--- src/rtl/lcd_hp_pkg.sv ---
package lcd_hp_pkg;

    localparam int CFG_N = 8;

    localparam logic [3:0] OP_MODE    = 4'h0;
    localparam logic [3:0] OP_PITCH   = 4'h1;
    localparam logic [3:0] OP_COUNT   = 4'h2;
    localparam logic [3:0] OP_DIV     = 4'h3;
    localparam logic [3:0] OP_START1  = 4'h8;
    localparam logic [3:0] OP_START2  = 4'h9;
    localparam logic [3:0] OP_CUR_LO  = 4'hA;
    localparam logic [3:0] OP_CUR_HI  = 4'hB;
    localparam logic [3:0] OP_RAM_WR  = 4'hE;
    localparam logic [3:0] OP_RAM_RD  = 4'hF;

    typedef enum logic {
        BZ_IDLE,
        BZ_EXEC
    } busy_st_e;

    typedef enum logic [1:0] {
        ACT_NONE,
        ACT_CFG,
        ACT_RAMWR,
        ACT_RAMRD
    } act_e;

    // one-hot configuration strobe for a command code, zero when not a config code
    function automatic logic [CFG_N-1:0] cfg_onehot(input logic [3:0] code);
        logic [CFG_N-1:0] v;
        v = '0;
        unique case (code)
            OP_MODE:   v[0] = 1'b1;
            OP_PITCH:  v[1] = 1'b1;
            OP_COUNT:  v[2] = 1'b1;
            OP_DIV:    v[3] = 1'b1;
            OP_START1: v[4] = 1'b1;
            OP_START2: v[5] = 1'b1;
            OP_CUR_LO: v[6] = 1'b1;
            OP_CUR_HI: v[7] = 1'b1;
            default:   v = '0;
        endcase
        return v;
    endfunction

endpackage

--- src/rtl/lcd_hp_busy.sv ---
module lcd_hp_busy
    import lcd_hp_pkg::*;
#(
    parameter int BUSY_CYCLES = 4
) (
    input  logic clk,
    input  logic rst_n,
    input  logic start,
    output logic busy
);

    localparam int CNT_W = (BUSY_CYCLES < 2) ? 1 : $clog2(BUSY_CYCLES);

    busy_st_e          st, st_nx;
    logic [CNT_W-1:0]  cnt, cnt_nx;

    always_ff @(posedge clk or negedge rst_n) begin
        if (!rst_n) begin
            st  <= BZ_IDLE;
            cnt <= '0;
        end else begin
            st  <= st_nx;
            cnt <= cnt_nx;
        end
    end

    always_comb begin
        st_nx  = st;
        cnt_nx = cnt;
        unique case (st)
            BZ_IDLE: begin
                if (start) begin
                    st_nx  = BZ_EXEC;
                    cnt_nx = CNT_W'(BUSY_CYCLES - 1);
                end
            end
            BZ_EXEC: begin
                if (cnt == '0) begin
                    st_nx = BZ_IDLE;
                end else begin
                    cnt_nx = cnt - 1'b1;
                end
            end
            default: st_nx = BZ_IDLE;
        endcase
    end

    always_comb begin
        busy = (st == BZ_EXEC);
    end

    // an executed access while idle raises busy on the next cycle
    p_busy_rise_r5: assert property (@(posedge clk) disable iff (!rst_n)
        (start && !busy) |=> busy);

    // busy cannot appear without a start
    p_busy_src_r5: assert property (@(posedge clk) disable iff (!rst_n)
        (!start && !busy) |=> !busy);

    // busy holds while the countdown is not exhausted
    p_busy_hold_r5: assert property (@(posedge clk) disable iff (!rst_n)
        (busy && cnt != '0) |=> busy);

endmodule

--- src/rtl/lcd_hp_decode.sv ---
module lcd_hp_decode
    import lcd_hp_pkg::*;
#(
    parameter int DATA_W = 8,
    parameter int CODE_W = 4
) (
    input  logic              clk,
    input  logic              rst_n,
    input  logic              ir_we,
    input  logic              data_we,
    input  logic              data_re,
    input  logic [DATA_W-1:0] din,
    output logic              exec_go,
    output logic [CFG_N-1:0]  cfg_load,
    output logic [DATA_W-1:0] wr_byte,
    output logic              ram_we,
    output logic              ram_re,
    output logic              cur_step
);

    logic [CODE_W-1:0] ir_code;
    act_e              act_nx;

    always_ff @(posedge clk or negedge rst_n) begin
        if (!rst_n) begin
            ir_code <= '0;
        end else if (ir_we) begin
            ir_code <= din[CODE_W-1:0];
        end
    end

    always_comb begin
        act_nx = ACT_NONE;
        if (data_we) begin
            if (cfg_onehot(4'(ir_code)) != '0) begin
                act_nx = ACT_CFG;
            end else if (4'(ir_code) == OP_RAM_WR) begin
                act_nx = ACT_RAMWR;
            end
        end else if (data_re && 4'(ir_code) == OP_RAM_RD) begin
            act_nx = ACT_RAMRD;
        end
    end

    always_comb begin
        exec_go = data_we || (act_nx == ACT_RAMRD);
    end

    always_ff @(posedge clk or negedge rst_n) begin
        if (!rst_n) begin
            cfg_load <= '0;
            wr_byte  <= '0;
            ram_we   <= 1'b0;
            ram_re   <= 1'b0;
            cur_step <= 1'b0;
        end else begin
            cfg_load <= (act_nx == ACT_CFG) ? cfg_onehot(4'(ir_code)) : '0;
            ram_we   <= (act_nx == ACT_RAMWR);
            ram_re   <= (act_nx == ACT_RAMRD);
            cur_step <= (act_nx == ACT_RAMWR) || (act_nx == ACT_RAMRD);
            if (data_we) begin
                wr_byte <= din;
            end
        end
    end

    // at most one destination strobe per cycle
    p_strobe_excl_r3: assert property (@(posedge clk) disable iff (!rst_n)
        $onehot0({cfg_load, ram_we, ram_re}));

    // every RAM access steps the cursor
    p_ram_step_r8: assert property (@(posedge clk) disable iff (!rst_n)
        (ram_we || ram_re) |-> cur_step);

    // command code only changes on a command write
    p_ir_hold_r2: assert property (@(posedge clk) disable iff (!rst_n)
        !ir_we |=> $stable(ir_code));

endmodule

--- src/rtl/lcd_hp_rdpipe.sv ---
module lcd_hp_rdpipe #(
    parameter int DATA_W = 8
) (
    input  logic              clk,
    input  logic              rst_n,
    input  logic              capture,
    input  logic [DATA_W-1:0] ram_rdata,
    output logic [DATA_W-1:0] dout_q
);

    always_ff @(posedge clk or negedge rst_n) begin
        if (!rst_n) begin
            dout_q <= '0;
        end else if (capture) begin
            dout_q <= ram_rdata;
        end
    end

    // output register only changes on a fetch
    p_dout_hold_r10: assert property (@(posedge clk) disable iff (!rst_n)
        !capture |=> $stable(dout_q));

endmodule

--- src/rtl/lcd_host_port.sv ---
module lcd_host_port
    import lcd_hp_pkg::*;
#(
    parameter int DATA_W      = 8,
    parameter int CODE_W      = 4,
    parameter int BUSY_CYCLES = 4
) (
    input  logic              clk,
    input  logic              rst_n,
    input  logic              bus_cs,
    input  logic              bus_rd,
    input  logic              bus_wr,
    input  logic              bus_rs,
    input  logic [DATA_W-1:0] bus_din,
    output logic [DATA_W-1:0] bus_dout,
    output logic [CFG_N-1:0]  cfg_load,
    output logic [DATA_W-1:0] cfg_data,
    output logic              ram_we,
    output logic [DATA_W-1:0] ram_wdata,
    output logic              ram_re,
    input  logic [DATA_W-1:0] ram_rdata,
    output logic              cur_step
);

    logic              busy;
    logic              wr_ok;
    logic              ir_we;
    logic              data_we;
    logic              data_re;
    logic              exec_go;
    logic [DATA_W-1:0] wr_byte;
    logic [DATA_W-1:0] dout_q;

    always_comb begin
        wr_ok   = bus_cs && bus_wr && !busy;
        ir_we   = wr_ok && bus_rs;
        data_we = wr_ok && !bus_rs;
        data_re = bus_cs && bus_rd && !bus_wr && !bus_rs && !busy;
    end

    lcd_hp_decode #(
        .DATA_W (DATA_W),
        .CODE_W (CODE_W)
    ) u_decode (
        .clk      (clk),
        .rst_n    (rst_n),
        .ir_we    (ir_we),
        .data_we  (data_we),
        .data_re  (data_re),
        .din      (bus_din),
        .exec_go  (exec_go),
        .cfg_load (cfg_load),
        .wr_byte  (wr_byte),
        .ram_we   (ram_we),
        .ram_re   (ram_re),
        .cur_step (cur_step)
    );

    lcd_hp_busy #(
        .BUSY_CYCLES (BUSY_CYCLES)
    ) u_busy (
        .clk   (clk),
        .rst_n (rst_n),
        .start (exec_go),
        .busy  (busy)
    );

    lcd_hp_rdpipe #(
        .DATA_W (DATA_W)
    ) u_rdpipe (
        .clk       (clk),
        .rst_n     (rst_n),
        .capture   (ram_re),
        .ram_rdata (ram_rdata),
        .dout_q    (dout_q)
    );

    always_comb begin
        cfg_data  = wr_byte;
        ram_wdata = wr_byte;
        bus_dout  = '0;
        if (bus_cs && bus_rd) begin
            bus_dout = bus_rs ? {busy, {(DATA_W-1){1'b0}}} : dout_q;
        end
    end

    // writes during busy never produce a strobe
    p_busy_block_r7: assert property (@(posedge clk) disable iff (!rst_n)
        (busy && bus_cs && bus_wr) |=> (cfg_load == '0 && !ram_we));

    // a configuration load lasts a single cycle
    p_load_pulse_r3: assert property (@(posedge clk) disable iff (!rst_n)
        (cfg_load != '0) |=> (cfg_load == '0));

    // a fetch always coincides with the busy period it started
    p_fetch_busy_r8: assert property (@(posedge clk) disable iff (!rst_n)
        ram_re |-> busy);

endmodule

--- config.mk ---
export PLATFORM = sky130hd
export DESIGN_NAME = lcd_host_port
export DESIGN_NICKNAME = d
export VERILOG_FILES = /design/src/rtl/lcd_hp_pkg.sv /design/src/rtl/lcd_hp_busy.sv /design/src/rtl/lcd_hp_decode.sv /design/src/rtl/lcd_hp_rdpipe.sv /design/src/rtl/lcd_host_port.sv
export SDC_FILE = /design/constraint.sdc
export NUM_CORES = 1
export LEC_CHECK = 0
export BUFFER_PORTS_ARGS = -buffer_cell sky130_fd_sc_hd__clkbuf_2
export CAP_MARGIN = 20
export CELL_PAD_IN_SITES_DETAIL_PLACEMENT = 1
export CELL_PAD_IN_SITES_GLOBAL_PLACEMENT = 1
export CORE_MARGIN = 2
export CORE_UTILIZATION = 30
export DETAILED_ROUTE_END_ITERATION = 7
export PLACE_DENSITY_LB_ADDON = 0.15
export SLEW_MARGIN = 20
export SYNTH_ARGS = -nofsm -noshare
export SYNTH_HDL_FRONTEND = slang
export SYNTH_HIERARCHICAL = 1
export SYNTH_SLANG_ARGS = --single-unit
--- constraint.sdc ---
create_clock -name clk -period 2.81 [get_ports clk]
set_clock_uncertainty 0.05 [all_clocks]
set_input_delay 0.281 -clock clk [delete_from_list [all_inputs] [get_ports clk]]
set_output_delay 0.281 -clock clk [all_outputs]
set_load 0.1 [all_outputs]
======== Yosys cells after proc, flatten, opt, wreduce, memory -nomap -nowiden ========
Cells that the tools add are included.
cells by class
  mux-type cells .......................... 29
  equal/unequal tests ..................... 14
  divide/modulo/power cells ............... 0
  bitwise gates (word level) .............. 1
  order comparisons ....................... 0
  reduce and logical (&&, ||, !) cells .... 18
  multiply operators ...................... 0
  $add $sub $neg .......................... 1
  shift-type cells ........................ 0
operator list
  kind                 number
  $eq 4x4->1 const B   6
  $mux 8               3
  $mux 1               18
  $mux 2               6
  $logic_and 1x1->1    9
  $eq 4x2->1 const B   2
  $reduce_bool 8->1    1
  $eq 2x2->1 const B   2
  $eq 4x1->1 const B   1
  $logic_not 4->1      1
  $ne 2x2->1 const B   2
  $pmux 2 s2           1
  $logic_not 1->1      3
  $eq 2x1->1 const B   1
  $logic_not 2->1      1
  $logic_or 1x1->1     2
  $pmux 1 s2           1
  $reduce_and 2->1     1
  $sub 2x1->2 const B  1
  $not 1->1            1
storage, ports and cells
  output and inout bits ................... 35
  latch bits .............................. 0
  memories kept ........................... 0
  register bits after elaboration ......... 34
  word-level logic and storage cells ...... 72
  memory bits (read-only) ................. 0
  RAM bits ................................ 0

======== Longest topological paths before layout ========
Gate-level depths: netlist of run 1.
  depth in word-level cells ............... 11
  gate-level depth with buffers ........... 7
  gate-level depth less buffers ........... 7

======== By module ========
The synthesis of run 1 kept the hierarchy.
modules (own cells, without submodules)
  module         times used  area an instance (um2)  cells each  sequential area each (um2)
  lcd_hp_decode  1           858.3                   61          575.6
  lcd_hp_rdpipe  1           331.6                   17          200.2
  lcd_host_port  1           167.7                   23          0.0
  lcd_hp_busy    1           138.9                   13          75.1

======== Worst setup path before layout of run 1 ========
OpenSTA, ideal clock, no wires.
  kind .................................... flip-flop to output port
  from .................................... register u_busy.st (netlist: u_busy/busy)
  to ...................................... output bus_dout[7]
  stages on the path, launching flop included .. 3
  buffers on the path ..................... 0
  data arrival time ....................... 1784 ps
  data required time ...................... 2479 ps
  setup slack ............................. 695 ps
  path through ............................ dfrtp_1 > mux2i_1 > nor2_1
on the way
  longest elaborated chain between the ends .. 2
RTL lines
  what                    RTL line             RTL
  start, declared         lcd_hp_busy.sv:14    busy_st_e st, st_nx;
  start signal, assigned  lcd_hp_busy.sv:22    st <= st_nx;
  $mux 8                  lcd_host_port.sv:83  bus_dout = bus_rs ? {busy, {(DATA_W-1){1'b0}}} : dout_q;
  $mux 8                  lcd_host_port.sv:82  if (bus_cs && bus_rd) begin
  end, declared           lcd_host_port.sv:15  output logic [DATA_W-1:0] bus_dout,
No other way between the ends.

======== Worst setup path after layout of run 1 ========
  from .................................... register u_busy.st (netlist: u_busy/busy)
  to ...................................... register u_decode.cfg_load[0]
on the way
  elaborated cells on any way between the ends .. 9
RTL lines
  what                  RTL line             RTL
  $logic_not 1->1       lcd_host_port.sv:35  wr_ok = bus_cs && bus_wr && !busy;
  $logic_and 1x1->1     lcd_host_port.sv:35
  $logic_and 1x1->1     lcd_host_port.sv:37  data_we = wr_ok && !bus_rs;
  net data_we           lcd_host_port.sv:28  logic data_we;
  $mux 2                lcd_hp_decode.sv:34  if (data_we) begin
  $eq 2x1->1            lcd_hp_decode.sv:57  cfg_load <= (act_nx == ACT_CFG) ? cfg_onehot(4'(ir_code)) : '0;
  $mux 8                lcd_hp_decode.sv:57
  end signal, assigned  lcd_hp_decode.sv:57
  end, declared         lcd_hp_decode.sv:14  output logic [CFG_N-1:0] cfg_load,
The timed path passes the listed nets, and every way through them passes these cells.
A chain may end at the register's enable or synchronous reset.

==> flow_metrics.env, run 1 <==
export IMPL_die_area_sq_um=5570
export IMPL_port_buffers=56
export IMPL_ys_types=29
export IMPL_critPathLaunchType="flop"
export IMPL_via_per_inst=4.36
export IMPL_worstMarginPinSlew_ns=0.837
export IMPL_synth_cell_area_sq_um=1500
export IMPL_grt_pass1_wl_mm=5.00
export IMPL_clk_latency_ns=0.28
export IMPL_core_sq_um=4750
export IMPL_initial_utilization=0.315
export IMPL_cpMaxStageDelayCell="and4bb_1"
export IMPL_drtAntennaViolNets=0
export IMPL_synth_largest_area_cell="dfrtp_1"
export IMPL_h_tree_depth=2
export IMPL_root_buffer="clkbuf_8"
export IMPL_synthTopCellsByArea="dfrtp_1 (57%), mux2_2 (9.0%), mux2_4 (8.0%)"
export IMPL_grt_pass1_vias=1051
export IMPL_fmax_mhz=521
export IMPL_num_vias=1011
export IMPL_wirelength_mm=3.17
export IMPL_grt_usage=0.122
export IMPL_hold_viol_final=0
export IMPL_post_cts_buffers=0
export IMPL_gr_total_overflow=0
export IMPL_ys_flop_type="dfrtp_1"
export IMPL_ys_ff_latch=34
export IMPL_place_gp_congestion=0.751
export IMPL_setup_viol=0
export IMPL_max_slew_margin=0.442
export IMPL_drt_first_pass_iters=3
export IMPL_worstPathMaxFanout=16
export IMPL_crit_chain="and4bb_1 > or3b_1 > nor3_2"
export IMPL_timing_final_crit_period_ns=1.92
export IMPL_ys_seq_area_frac=0.569
export IMPL_async_flop_share=1.00
export IMPL_synthesis_nets=137
export IMPL_dieHeight_um=74.6
export IMPL_hold_class="input pin to async pin"
export IMPL_setup_tns_ns=0
export IMPL_synth_common_cells="dfrtp_1 (34), mux2_2 (12), buf_4 (10)"
export IMPL_rows=25
export IMPL_clk_pin_slew_ns=0.07
export IMPL_end_kind="flop"
export IMPL_whs_ns=0.0322
export IMPL_post_cts_resized=0
export IMPL_cp_data_required_time_ns=2.96
export IMPL_yosysWarnings=6
export IMPL_drtIter0Drc=22
export IMPL_synth_edff_count=0
export IMPL_grt_max_degree=35
export IMPL_cts_buffers=5
export IMPL_hpwl_mm=2.43
export IMPL_wl_per_cell_um=13.7
export IMPL_crit_type="flop to flop"
export IMPL_drive_above_1_share=0.533
export IMPL_areaGrowthSynthToFinish_pct=24.2
export IMPL_yosysTopAreaCellShare=0.569
export IMPL_slowest_delay_ns=0.75
export IMPL_fin_nets=187
export IMPL_io_pins=57
export IMPL_diodes=0
export IMPL_clk_path_buf_depth=2
export IMPL_placed_cells=224
export IMPL_die_x_um=74.6
export IMPL_maxCapViolCount=0
export IMPL_cts_sinks=34
export IMPL_syn_inst=114
export IMPL_cts_tree="built"
export IMPL_status="complete, no violations"
export IMPL_drc=0
export IMPL_critPathArrivalTime_ns=2.07
export IMPL_cts_hold_fix_buffers=0
export IMPL_drv_slew=0
export IMPL_final_instance_count_excl_fill=232
export IMPL_rsz0062_at_grt="no"
export IMPL_avgSynthCellArea_sq_um=13.1
export IMPL_fin_crit_sh=0.683
export IMPL_reg2reg_depth=3
export IMPL_yosysMostFrequentCell="dfrtp_1"
export IMPL_grt_antenna_before_repair=0
-- layer usage --
metal	vias to the layer above	routed length [um]	part of all wire	global-route usage
met4	0	66	0.021	0.0655
met1	490	1380	0.44	0.158
met3	7	206	0.065	0.0388
met2	36	1520	0.48	0.183
li1	478	-	-	-
met5	-	0	0	0
-- metrics by stage --
stage / util / instance area (sq um) / setup slack [ns]
after CTS: 0.391 / 1860 / 0.854
final: 0.391 / 1860 / 0.890
after detailed placement: 0.371 / 1760 / 0.884
after floorplan: - / 1500 / 0.695
after global placement: 0.371 / 1760 / 0.990
after global routing: 0.391 / 1860 / 0.759
-- placed cells by master, fill, tap and decap left out --
cell type / instances
mux2_4: 8
nor2_2: 1
inv_1: 2
nor3_2: 1
nor2_1: 6
a21oi_1: 2
nor4_1: 1
a22oi_1: 1
a21oi_2: 1
clkinvlp_4: 1
o21bai_1: 1
nand2_1: 5
o22a_1: 1
mux2_2: 12
clkinv_2: 1
and2_1: 7
and4bb_1: 1
nand3b_1: 2
mux2i_1: 1
nand2b_1: 2
clkbuf_8: 6
or3b_1: 1
dfrtp_1: 34
nand3_1: 2
nor3_1: 5
ha_1: 1
and3b_2: 1
clkbuf_2: 56
and4b_1: 2
-- worst max-delay path: cells and delay by family, from the launching register on --
kind | cells | cell delay (ns)
and+or+nand+nor | 3 | 1.32
DFF | 1 | 0.47
-- worst paths after layout --
path	from	endpoint	slack, ns
worst max-delay path	u_busy/busy	u_decode/cfg_load[0]	0.89
worst min-delay path	rst_n	u_decode/wr_byte[2]	0.03
worst max register to register	u_busy/busy	u_decode/cfg_load[0]	0.89
worst min register to register	u_rdpipe/dout_q[2]	u_rdpipe/dout_q[2]	0.45
max in group asynchronous	rst_n	u_rdpipe/dout_q[1]	2.14
min in group clk	bus_din[7]	u_decode/wr_byte[7]	0.17
-- kinds of logic (layout without fill, tap and decap cells) --
logic type	after synthesis	after routing	share of synthesized area
flip-flops	34	34	0.569
multiplexers	21	21	0.177
buffers and inverters	15	66	0.0694
adder cells (fa/ha/maj)	1	1	0.00836
AO/OA/AOI/OAI	6	6	0.0284
AND/OR/NAND/NOR	37	37	0.148
-- registers in the layout, indices dropped and copies added, names as in the netlist --
name	cells
u_rdpipe/dout_q	8
u_decode/cur_step	1
u_decode/ir_code	4
u_decode/wr_byte	8
u_decode/ram_re	1
u_decode/ram_we	1
u_decode/cfg_load	8
u_busy/cnt	2
u_busy/busy	1
-- area by class of cell --
| class | count | area [sq um] |
|---|---|---|
| Fill cell | 559 | 2900 |
| Sequential cell | 34 | 851 |
| Multi-Input combinational cell | 65 | 542 |
| Timing Repair Buffer | 56 | 280 |
| Tap cell | 67 | 83.8 |
| Clock buffer | 6 | 82.6 |
| Clock inverter | 2 | 12.5 |
| Inverter | 2 | 7.51 |
Power of run 1 is left out: the tool's default activity adds up to more than one toggle a clock period on the data nets, which glitch-free logic cannot reach.
==> run 2: changes to the inputs <==
==> constraint.sdc (replaced) <==
create_clock -name clk -period 1.7 [get_ports clk]
set_clock_uncertainty 0.05 [all_clocks]
set_input_delay 0.17 -clock clk [delete_from_list [all_inputs] [get_ports clk]]
set_output_delay 0.17 -clock clk [all_outputs]
set_load 0.1 [all_outputs]
==> flow_metrics.env, run 2 (same netlist as run 1, synthesis figures left out) <==
export IMPL_clk_latency_ns=0.28
export IMPL_initial_utilization=0.315
export IMPL_reg2reg_slack_ns=0.20
export IMPL_via_per_inst=4.39
export IMPL_r2r_start="u_busy/busy"
export IMPL_timing_final_crit_period_ns=1.50
export IMPL_drtIter0Drc=37
export IMPL_num_vias=1040
export IMPL_layout_cells_most_common_list="clkbuf_2 (47), dfrtp_1 (34), mux2_2 (12), buf_12 (8), mux2_4 (8)"
export IMPL_core_sq_um=4750
export IMPL_cts_buffers=5
export IMPL_grt_max_degree=23
export IMPL_maxCapViolCount=0
export IMPL_startpoint="u_busy/busy"
export IMPL_grt_pass1_vias=1120
export IMPL_drt_first_pass_iters=2
export IMPL_drtAntennaViolNets=0
export IMPL_reg2reg_depth=7
export IMPL_dieHeight_um=74.6
export IMPL_port_buffers=56
export IMPL_io_pins=57
export IMPL_met1_usage=0.157
export IMPL_cp_data_required_time_ns=1.87
export IMPL_drive_above_1_share=0.547
export IMPL_hpwl_mm=2.51
export IMPL_place_gp_congestion=0.730
export IMPL_die_x_um=74.6
export IMPL_met2_usage=0.211
export IMPL_fin_nets=193
export IMPL_gr_total_overflow=0
export IMPL_max_slew_margin=0.629
export IMPL_crit_type="flop to flop"
export IMPL_setup_tns_ns=0
export IMPL_grt_pass1_wl_mm=5.35
export IMPL_end_kind="flop"
export IMPL_cts_sinks=34
export IMPL_reg2reg_to="u_busy/cnt[0]"
export IMPL_grt_busiest_layer="met2"
export IMPL_clk_path_buf_depth=2
export IMPL_fin_crit_sh=0.882
export IMPL_drc=0
export IMPL_rows=25
export IMPL_h_tree_depth=2
export IMPL_top_regs="u_decode/cfg_load: 8 flops, u_decode/wr_byte: 8 flops, u_rdpipe/dout_q: 8 flops"
export IMPL_wirelength_mm=3.15
export IMPL_worstMarginPinSlew_ns=0.557
export IMPL_layout_commonest_cell="clkbuf_2"
export IMPL_status="complete, no violations"
export IMPL_post_cts_buffers=0
export IMPL_hold_class="input pin to flop"
export IMPL_wl_per_cell_um=13.3
export IMPL_fmax_mhz=667
export IMPL_grt_antenna_before_repair=0
export IMPL_root_buffer="clkbuf_8"
export IMPL_worstPathMaxFanout=7
export IMPL_drv_slew=0
export IMPL_setup_viol=0
export IMPL_areaGrowthSynthToFinish_pct=34.7
export IMPL_clk_pin_slew_ns=0.07
export IMPL_cts_tree="built"
export IMPL_grt_usage=0.129
export IMPL_hold_viol_final=0
export IMPL_diodes=0
export IMPL_hp_start="bus_din[5]"
export IMPL_use_met3=0.0281
export IMPL_rsz0062_at_grt="no"
export IMPL_critPathLaunchType="flop"
export IMPL_critPathArrivalTime_ns=1.67
export IMPL_die_area_sq_um=5570
export IMPL_critical_path_endpoint="u_busy/cnt[0]"
[run 2: changes by cell type in the layout (fill, tap and decap cells not counted), sizes merged]
cell	change
buf	+14
clkinv	+1
dlygate4sd3	+1
clkbuf	-10
clkinvlp	-1
[run 2: what timing repair did]
action,CTS,global route
hold buffers,1,0
endpoints found under the hold margin,20,0
resized for setup,0,0
[run 2: layout make-up]
| class | count | area, sq um |
|---|---|---|
| Timing Repair Buffer | 62 | 450 |
| Tap cell | 67 | 83.8 |
| Fill cell | 539 | 2740 |
| Sequential cell | 34 | 851 |
| Multi-Input combinational cell | 65 | 544 |
| Inverter | 2 | 7.51 |
| Clock buffer | 5 | 68.8 |
| Clock inverter | 2 | 10.0 |
[run 2: critical path, stage by stage, from the launching register on]
cell	delay, ns
dfrtp_1	0.37
buf_4	0.16
and4b_1	0.28
nand2_1	0.08
o21bai_1	0.17
nor2_2	0.06
a21oi_2	0.12
o22a_1	0.15
[run 2: layer usage]
layer / part of all wire / routed length [um]
met5: 0 / 0
met4: 0.0092 / 29
met3: 0.060 / 188
met2: 0.51 / 1610
met1: 0.42 / 1320
[run 2: worst min-delay path by stage]
stage                           to  cells after the start
2_1_floorplan          u_busy/busy                      0
3_3_place_gp    u_rdpipe/dout_q[2]                      1
3_5_place_dp    u_rdpipe/dout_q[2]                      1
4_1_cts        u_decode/wr_byte[5]                      2
5_1_grt        u_decode/wr_byte[5]                      2
6_report       u_decode/wr_byte[5]                      2
[run 2: stage by stage]
stage / setup slack, ns / utilization / cell area (sq um) / hold WS, ns / cells
after global placement: 0.283 / 0.405 / 1930 / 0.125 / 229
after floorplan: 0.0673 / - / 1500 / -0.176 / 114
after detailed placement: 0.191 / 0.405 / 1930 / 0.128 / 229
after global routing: 0.107 / 0.424 / 2020 / 0.0626 / 237
after CTS: 0.178 / 0.424 / 2020 / 0.0596 / 237
final: 0.201 / 0.424 / 2020 / 0.0717 / 237
Power of run 2 is left out for the same reason.
